### src/rtl/tw_pkg.sv
package tw_pkg;
  localparam int unsigned RATE_W = 3;
  localparam int unsigned DATA_W = 8;

  typedef struct packed {
    logic             spare_hi;
    logic             spare_lo;
    logic             src_ext;
    logic             fall_edge;
    logic             pre_to_wdt;
    logic [RATE_W-1:0] rate;
  } tw_ctrl_t;

  localparam tw_ctrl_t CTRL_RST = '1;
  localparam logic ADDR_CTRL = 1'b0;
  localparam logic ADDR_CNT  = 1'b1;
endpackage

### src/rtl/tw_edge_sync.sv
module tw_edge_sync #(
  parameter int unsigned STAGES = 2
) (
  input  logic clk_i,
  input  logic rst_ni,
  input  logic ext_i,
  input  logic fall_i,
  output logic pulse_o
);
  logic [STAGES-1:0] sync_q;
  logic              prev_q;

  always_ff @(posedge clk_i or negedge rst_ni) begin
    if (!rst_ni) begin
      sync_q <= '0;
      prev_q <= 1'b0;
    end else begin
      sync_q <= {sync_q[STAGES-2:0], ext_i};
      prev_q <= sync_q[STAGES-1];
    end
  end

  assign pulse_o = fall_i ? (!sync_q[STAGES-1] && prev_q)
                          : (sync_q[STAGES-1] && !prev_q);

  AST_EDGE_SINGLE: assert property (@(posedge clk_i) disable iff (!rst_ni)
    pulse_o |=> (!pulse_o || (fall_i != $past(fall_i))));
endmodule

### src/rtl/tw_prescaler.sv
module tw_prescaler #(
  parameter int unsigned RATE_W = 3,
  localparam int unsigned PW = 2 ** RATE_W,
  localparam int unsigned SW = $clog2(PW + 1)
) (
  input  logic          clk_i,
  input  logic          rst_ni,
  input  logic          clr_i,
  input  logic          in_i,
  input  logic [SW-1:0] shift_i,
  output logic          out_o
);
  logic [PW-1:0] cnt_q;
  logic [PW:0]   mask_w;
  logic [PW-1:0] mask;

  assign mask_w = ((PW+1)'(1) << shift_i) - (PW+1)'(1);
  assign mask   = mask_w[PW-1:0];
  assign out_o  = in_i && !clr_i && ((cnt_q & mask) == mask);

  always_ff @(posedge clk_i or negedge rst_ni) begin
    if (!rst_ni)   cnt_q <= '0;
    else if (clr_i) cnt_q <= '0;
    else if (in_i)  cnt_q <= cnt_q + PW'(1);
  end

  AST_PRE_SPACING: assert property (@(posedge clk_i) disable iff (!rst_ni)
    (out_o && shift_i != '0 && !clr_i) |=> !out_o || clr_i || $past(shift_i) != shift_i);
endmodule

### src/rtl/tw_timer.sv
module tw_timer #(
  parameter int unsigned W = 8
) (
  input  logic         clk_i,
  input  logic         rst_ni,
  input  logic         wr_i,
  input  logic [W-1:0] wdata_i,
  input  logic         inc_i,
  output logic [W-1:0] cnt_o,
  output logic         ovf_o
);
  always_ff @(posedge clk_i or negedge rst_ni) begin
    if (!rst_ni) begin
      cnt_o <= '0;
      ovf_o <= 1'b0;
    end else if (wr_i) begin
      cnt_o <= wdata_i;
      ovf_o <= 1'b0;
    end else if (inc_i) begin
      cnt_o <= cnt_o + W'(1);
      if (&cnt_o) ovf_o <= 1'b1;
    end
  end

  AST_OVF_STICKY: assert property (@(posedge clk_i) disable iff (!rst_ni)
    (ovf_o && !wr_i) |=> ovf_o);
  AST_OVF_WRAP: assert property (@(posedge clk_i) disable iff (!rst_ni)
    (!wr_i && inc_i && (&cnt_o)) |=> (cnt_o == '0 && ovf_o));
endmodule

### src/rtl/tw_watchdog.sv
module tw_watchdog #(
  parameter int unsigned W = 8
) (
  input  logic clk_i,
  input  logic rst_ni,
  input  logic clr_i,
  input  logic inc_i,
  output logic to_o
);
  logic [W-1:0] base_q;

  always_ff @(posedge clk_i or negedge rst_ni) begin
    if (!rst_ni) begin
      base_q <= '0;
      to_o   <= 1'b0;
    end else if (clr_i) begin
      base_q <= '0;
      to_o   <= 1'b0;
    end else begin
      to_o <= inc_i && (&base_q);
      if (inc_i) base_q <= base_q + W'(1);
    end
  end

  AST_WDT_PULSE: assert property (@(posedge clk_i) disable iff (!rst_ni)
    to_o |=> !to_o);
  AST_WDT_CLR: assert property (@(posedge clk_i) disable iff (!rst_ni)
    clr_i |=> (!to_o && base_q == '0));
endmodule

### src/rtl/tw_top.sv
module tw_top
  import tw_pkg::*;
#(
  parameter int unsigned SYNC_STAGES = 2,
  localparam int unsigned PW = 2 ** RATE_W,
  localparam int unsigned SW = $clog2(PW + 1)
) (
  input  logic              clk_i,
  input  logic              rst_ni,
  input  logic              tick_i,
  input  logic              ext_i,
  input  logic              wdt_en_i,
  input  logic              wdt_clr_i,
  input  logic              wr_i,
  input  logic              addr_i,
  input  logic [DATA_W-1:0] wdata_i,
  output logic [DATA_W-1:0] rdata_o,
  output logic [DATA_W-1:0] cnt_o,
  output logic              ovf_o,
  output logic              wdt_to_o
);
  tw_ctrl_t ctrl_q;
  logic     ctrl_wr, cnt_wr;
  logic     ext_evt, src_evt, pre_in, pre_out, pre_clr;
  logic     tmr_inc, wdt_inc;
  logic [SW-1:0] shift;

  assign ctrl_wr = wr_i && (addr_i == ADDR_CTRL);
  assign cnt_wr  = wr_i && (addr_i == ADDR_CNT);

  always_ff @(posedge clk_i or negedge rst_ni) begin
    if (!rst_ni)      ctrl_q <= CTRL_RST;
    else if (ctrl_wr) ctrl_q <= tw_ctrl_t'(wdata_i);
  end

  assign rdata_o = (addr_i == ADDR_CNT) ? cnt_o : DATA_W'(ctrl_q);

  tw_edge_sync #(.STAGES(SYNC_STAGES)) u_sync (
    .clk_i, .rst_ni, .ext_i, .fall_i(ctrl_q.fall_edge), .pulse_o(ext_evt)
  );

  assign src_evt = ctrl_q.src_ext ? ext_evt : tick_i;

  // timer owner divides one step further than watchdog owner
  assign shift   = ctrl_q.pre_to_wdt ? SW'(ctrl_q.rate) : SW'(ctrl_q.rate) + SW'(1);
  assign pre_in  = ctrl_q.pre_to_wdt ? wdt_en_i : src_evt;
  assign pre_clr = ctrl_wr || cnt_wr || wdt_clr_i;

  tw_prescaler #(.RATE_W(RATE_W)) u_pre (
    .clk_i, .rst_ni, .clr_i(pre_clr), .in_i(pre_in), .shift_i(shift), .out_o(pre_out)
  );

  assign tmr_inc = ctrl_q.pre_to_wdt ? src_evt : pre_out;
  assign wdt_inc = ctrl_q.pre_to_wdt ? pre_out : wdt_en_i;

  tw_timer #(.W(DATA_W)) u_tmr (
    .clk_i, .rst_ni, .wr_i(cnt_wr), .wdata_i, .inc_i(tmr_inc), .cnt_o, .ovf_o
  );

  tw_watchdog #(.W(DATA_W)) u_wdt (
    .clk_i, .rst_ni, .clr_i(wdt_clr_i), .inc_i(wdt_inc), .to_o(wdt_to_o)
  );

  AST_CTRL_HOLD: assert property (@(posedge clk_i) disable iff (!rst_ni)
    !ctrl_wr |=> $stable(ctrl_q));
  AST_TMR_DIRECT: assert property (@(posedge clk_i) disable iff (!rst_ni)
    (ctrl_q.pre_to_wdt && src_evt && !cnt_wr) |=> cnt_o == DATA_W'($past(cnt_o) + 1'b1));
  AST_TMR_IDLE: assert property (@(posedge clk_i) disable iff (!rst_ni)
    (ctrl_q.src_ext && !ext_evt && !cnt_wr && !ctrl_wr) |=> $stable(cnt_o));
endmodule

### config.mk
export PLATFORM = sky130hd
export DESIGN_NAME = tw_top
export DESIGN_NICKNAME = d
export VERILOG_FILES = /design/src/rtl/tw_pkg.sv /design/src/rtl/tw_edge_sync.sv /design/src/rtl/tw_prescaler.sv /design/src/rtl/tw_timer.sv /design/src/rtl/tw_watchdog.sv /design/src/rtl/tw_top.sv
export SDC_FILE = /design/constraint.sdc
export NUM_CORES = 1
export LEC_CHECK = 0
export BUFFER_PORTS_ARGS = -buffer_cell sky130_fd_sc_hd__clkbuf_2
export CORE_MARGIN = 4
export CORE_UTILIZATION = 62
export DETAILED_ROUTE_END_ITERATION = 10
export PLACE_DENSITY = 0.91
export SYNTH_ARGS = -nofsm -noshare
export SYNTH_HDL_FRONTEND = slang
export SYNTH_SLANG_ARGS = --single-unit
### constraint.sdc
create_clock -name clk_i -period 6.34 [get_ports clk_i]
set_input_delay 0.634 -clock clk_i [delete_from_list [all_inputs] [get_ports clk_i]]
set_output_delay 0.634 -clock clk_i [all_outputs]
set_load 0.02 [all_outputs]
==> flow_summary.yaml <==
floorplanning:
  die_w_um: 70.4
  start_util: 0.650
  die-area_um2: 4960
  dieHeight_um: 70.4
  rows: 22
  core_area_um2: 3720
  io_pins: 34
setup_path:
  cp-start-kind: "flip-flop"
  crit_path_end_kind: "flip-flop"
  path_delay_family: "compound AO/OA/AOI/OAI gates"
  crit_chain: "ha_1 > nand2_1 > a2111oi_0 > a31oi_1 > ha_1 > o2111a_1 > o221a_2 > a311o_2 > a41oi_2 > nor3_1 > mux2_1"
  critPathBufInv: 0
  crit_top_cell: "ha_1"
  cp_max_fo: 13
  cp.arrival_ps: 3850
  worstPathRequired_ps: 6530
  critPathSlowestCell: "dfstp_2"
  slowest_delay_ps: 640
  criticalPathCategory: "flip-flop to flip-flop"
sta:
  setup_tns_ps: 0
  finalCritPeriodShare: 0.578
  final.min_clock_period_ps: 3660
  slew_viol_final: 0
  relSlewSlack: 0.382
  fin_worst_skew_ps: 9.31
  final-setup-viol-count: 0
  rsz0062_at_grt: "no"
  worstMarginPinSlew_ps: 919
  hold_viol: 0
  fmax_mhz: 273
yosys:
  ys_ff_latch: 37
  synthTopCellsByCount: "29 x dfrtp_1, 26 x nor2_1, 21 x nand2_1, 13 x mux2_2, 11 x o21ai_0"
  synth.avg_cell_area_um2: 9.40
  synthArstFlopShare: 1.00
  synthFlopType: "dfrtp_1"
  synth_fp_nets: 278
  ys_types: 58
  yosys.area.top_type_share: 0.300
  syn_inst: 257
  synth_area_leader_cell: "dfrtp_1"
  synth-edff-count: 0
  yosysWarnings: 0
  synth.most_common_cell: "dfrtp_1"
  syn-cell-area_um2: 2420
  synth_area_leaders: "dfrtp_1 30%, dfstp_2 8.7%, mux2_2 6.1%, nor2_1 4.0%, nand2_1 3.3%"
  ys_seq_area_frac: 0.387
detailed_routing:
  vias: 2108
  wire_per_inst_um: 16.4
  vias_per_cell: 6.27
  firstDrtPassIters: 4
  detail-route-antenna-nets: 0
  routed_wl_um: 5510
  drt_iter0_markers: 192
  route.detailed.drc: 0
cts:
  clk_pin_slew_worst_paths_ps: 70
  root_buffer: "clkbuf_8"
  h-tree-depth: 2
  clock_latency_ps: 300
  cts.repair.resized: 0
  cts_tree: "yes"
  cts_sinks: 37
  numCtsBuffers: 5
  holdBufCountCts: 0
  clockBufferDepth: 2
  cts_setup_buffers: 0
final_layout:
  diodes: 0
  finalNonFillerCells: 336
  nets: 308
  areaGrowthSynthToFinish_pct: 11.2
  fill_cells: 300
  drive_gt1_frac: 0.250
  post-route-util: 0.723
flow_run:
  max_cap_violations: 0
pwr:
  seqPwrFrac: 0.416
  worst_ir_drop_vdd_uv: 185
  clockPowerShare: 0.252
  p_switching_w: 0.000263
  p_per_area_nw_per_um2: 268
  leakage_nw: 1.15
  swShare: 0.366
  internal_power_w: 0.000457
  totalPowerFinal_w: 0.000720
  power_frac_comb: 0.332
hold_path:
  worstHoldPathType: "flip-flop to flip-flop"
placed_design:
  place_inst: 328
  portBuffers: 33
  dp_hpwl_um: 3980
  place.gp.congestion: 0.859
grt:
  grt_overflow_total: 0
  grt_pass1_wl_um: 9480
  antenna_found_initial: 0
  grt_max_degree: 38
  grt_util_all_layers: 0.237
  grt_pass1_vias: 2031
outcome:
  status: "finished clean"
[power by group through the flow]
stage,clock [W],combinational (W),sequential [W]
after floorplan,0,0.000178,0.000299
after global placement,0,0.000229,0.000301
after detailed placement,0,0.000236,0.000303
after CTS,0.000183,0.000237,0.000299
after global routing,0.000193,0.000263,0.000305
final,0.000181,0.000239,0.000300
[state kept, by name (all words and copies together) (netlist names)]
signal / cells
ctrl_q: 8
u_tmr.ovf_o: 1
u_wdt.to_o: 1
u_tmr.cnt_o: 8
u_wdt.base_q: 8
u_sync.prev_q: 1
u_sync.sync_q: 2
u_pre.cnt_q: 8
[placed cells by master (no fill, tap or decap), types with 6 or more instances in the layout]
cell type and count:
nor2_1 26, o21ai_0 11, nor3_1 6, nand3_1 10
dfrtp_1 29, clkbuf_8 7, dfstp_2 8, inv_1 7
nor2b_1 8, and3_1 9, clkbuf_2 33, mux2_2 13
nand2_1 21, a31oi_1 8
[stage by stage]
| step | instance area [um^2] | hold WS, ps | setup slack, ps |
|---|---|---|---|
| 2_1_floorplan | 2420 | 331 | 3130 |
| 3_3_place_gp | 2580 | 344 | 2840 |
| 3_5_place_dp | 2580 | 337 | 2740 |
| 4_1_cts | 2690 | 361 | 2710 |
| 5_1_grt | 2690 | 373 | 2400 |
| 6_report | 2690 | 358 | 2680 |
[worst paths after layout]
check	start	to	slack [ps]	depth (start not counted)
worst min register to register	u_sync.sync_q[0]	u_sync.sync_q[1]	360	0
min in group asynchronous	rst_ni	u_tmr.cnt_o[7]	470	1
max in group asynchronous	rst_ni	u_pre.cnt_q[5]	5300	1
worst max register to register	ctrl_q[0]	u_wdt.base_q[6]	2680	11
worst max-delay path	ctrl_q[0]	u_wdt.base_q[6]	2680	11
worst min-delay path	u_sync.sync_q[0]	u_sync.sync_q[1]	360	0
[cell families after synthesis]
group	synth area share
AOI/OAI and AO/OA	0.179
xor gates and xnor gates	0.0254
adders and majority gates	0.0259
buffers and inverters	0.0357
DFF	0.387
muxes	0.0875
and+or+nand+nor	0.259
[cell type report]
| type | count | area, um^2 | share of cell area |
|---|---|---|---|
| multi-input cells | 202 | 1390 | 0.519 |
| clock inverters | 1 | 5.00 | 0.00186 |
| clock buffers | 7 | 96.3 | 0.0359 |
| inverters | 8 | 30.0 | 0.0112 |
| repair buffers | 33 | 165 | 0.0615 |
| flip-flops and latches | 37 | 936 | 0.348 |
| well taps | 48 | 60.1 | 0.0224 |
[per-layer routing]
layer,wire (um),GRT usage,vias up
li1,-,-,1022
met3,346,0.0417,11
met1,2490,0.320,1009
met4,86,0.104,0
met5,0,0,-
met2,2590,0.371,66
Note: power is estimated with default switching activity, not from simulation.
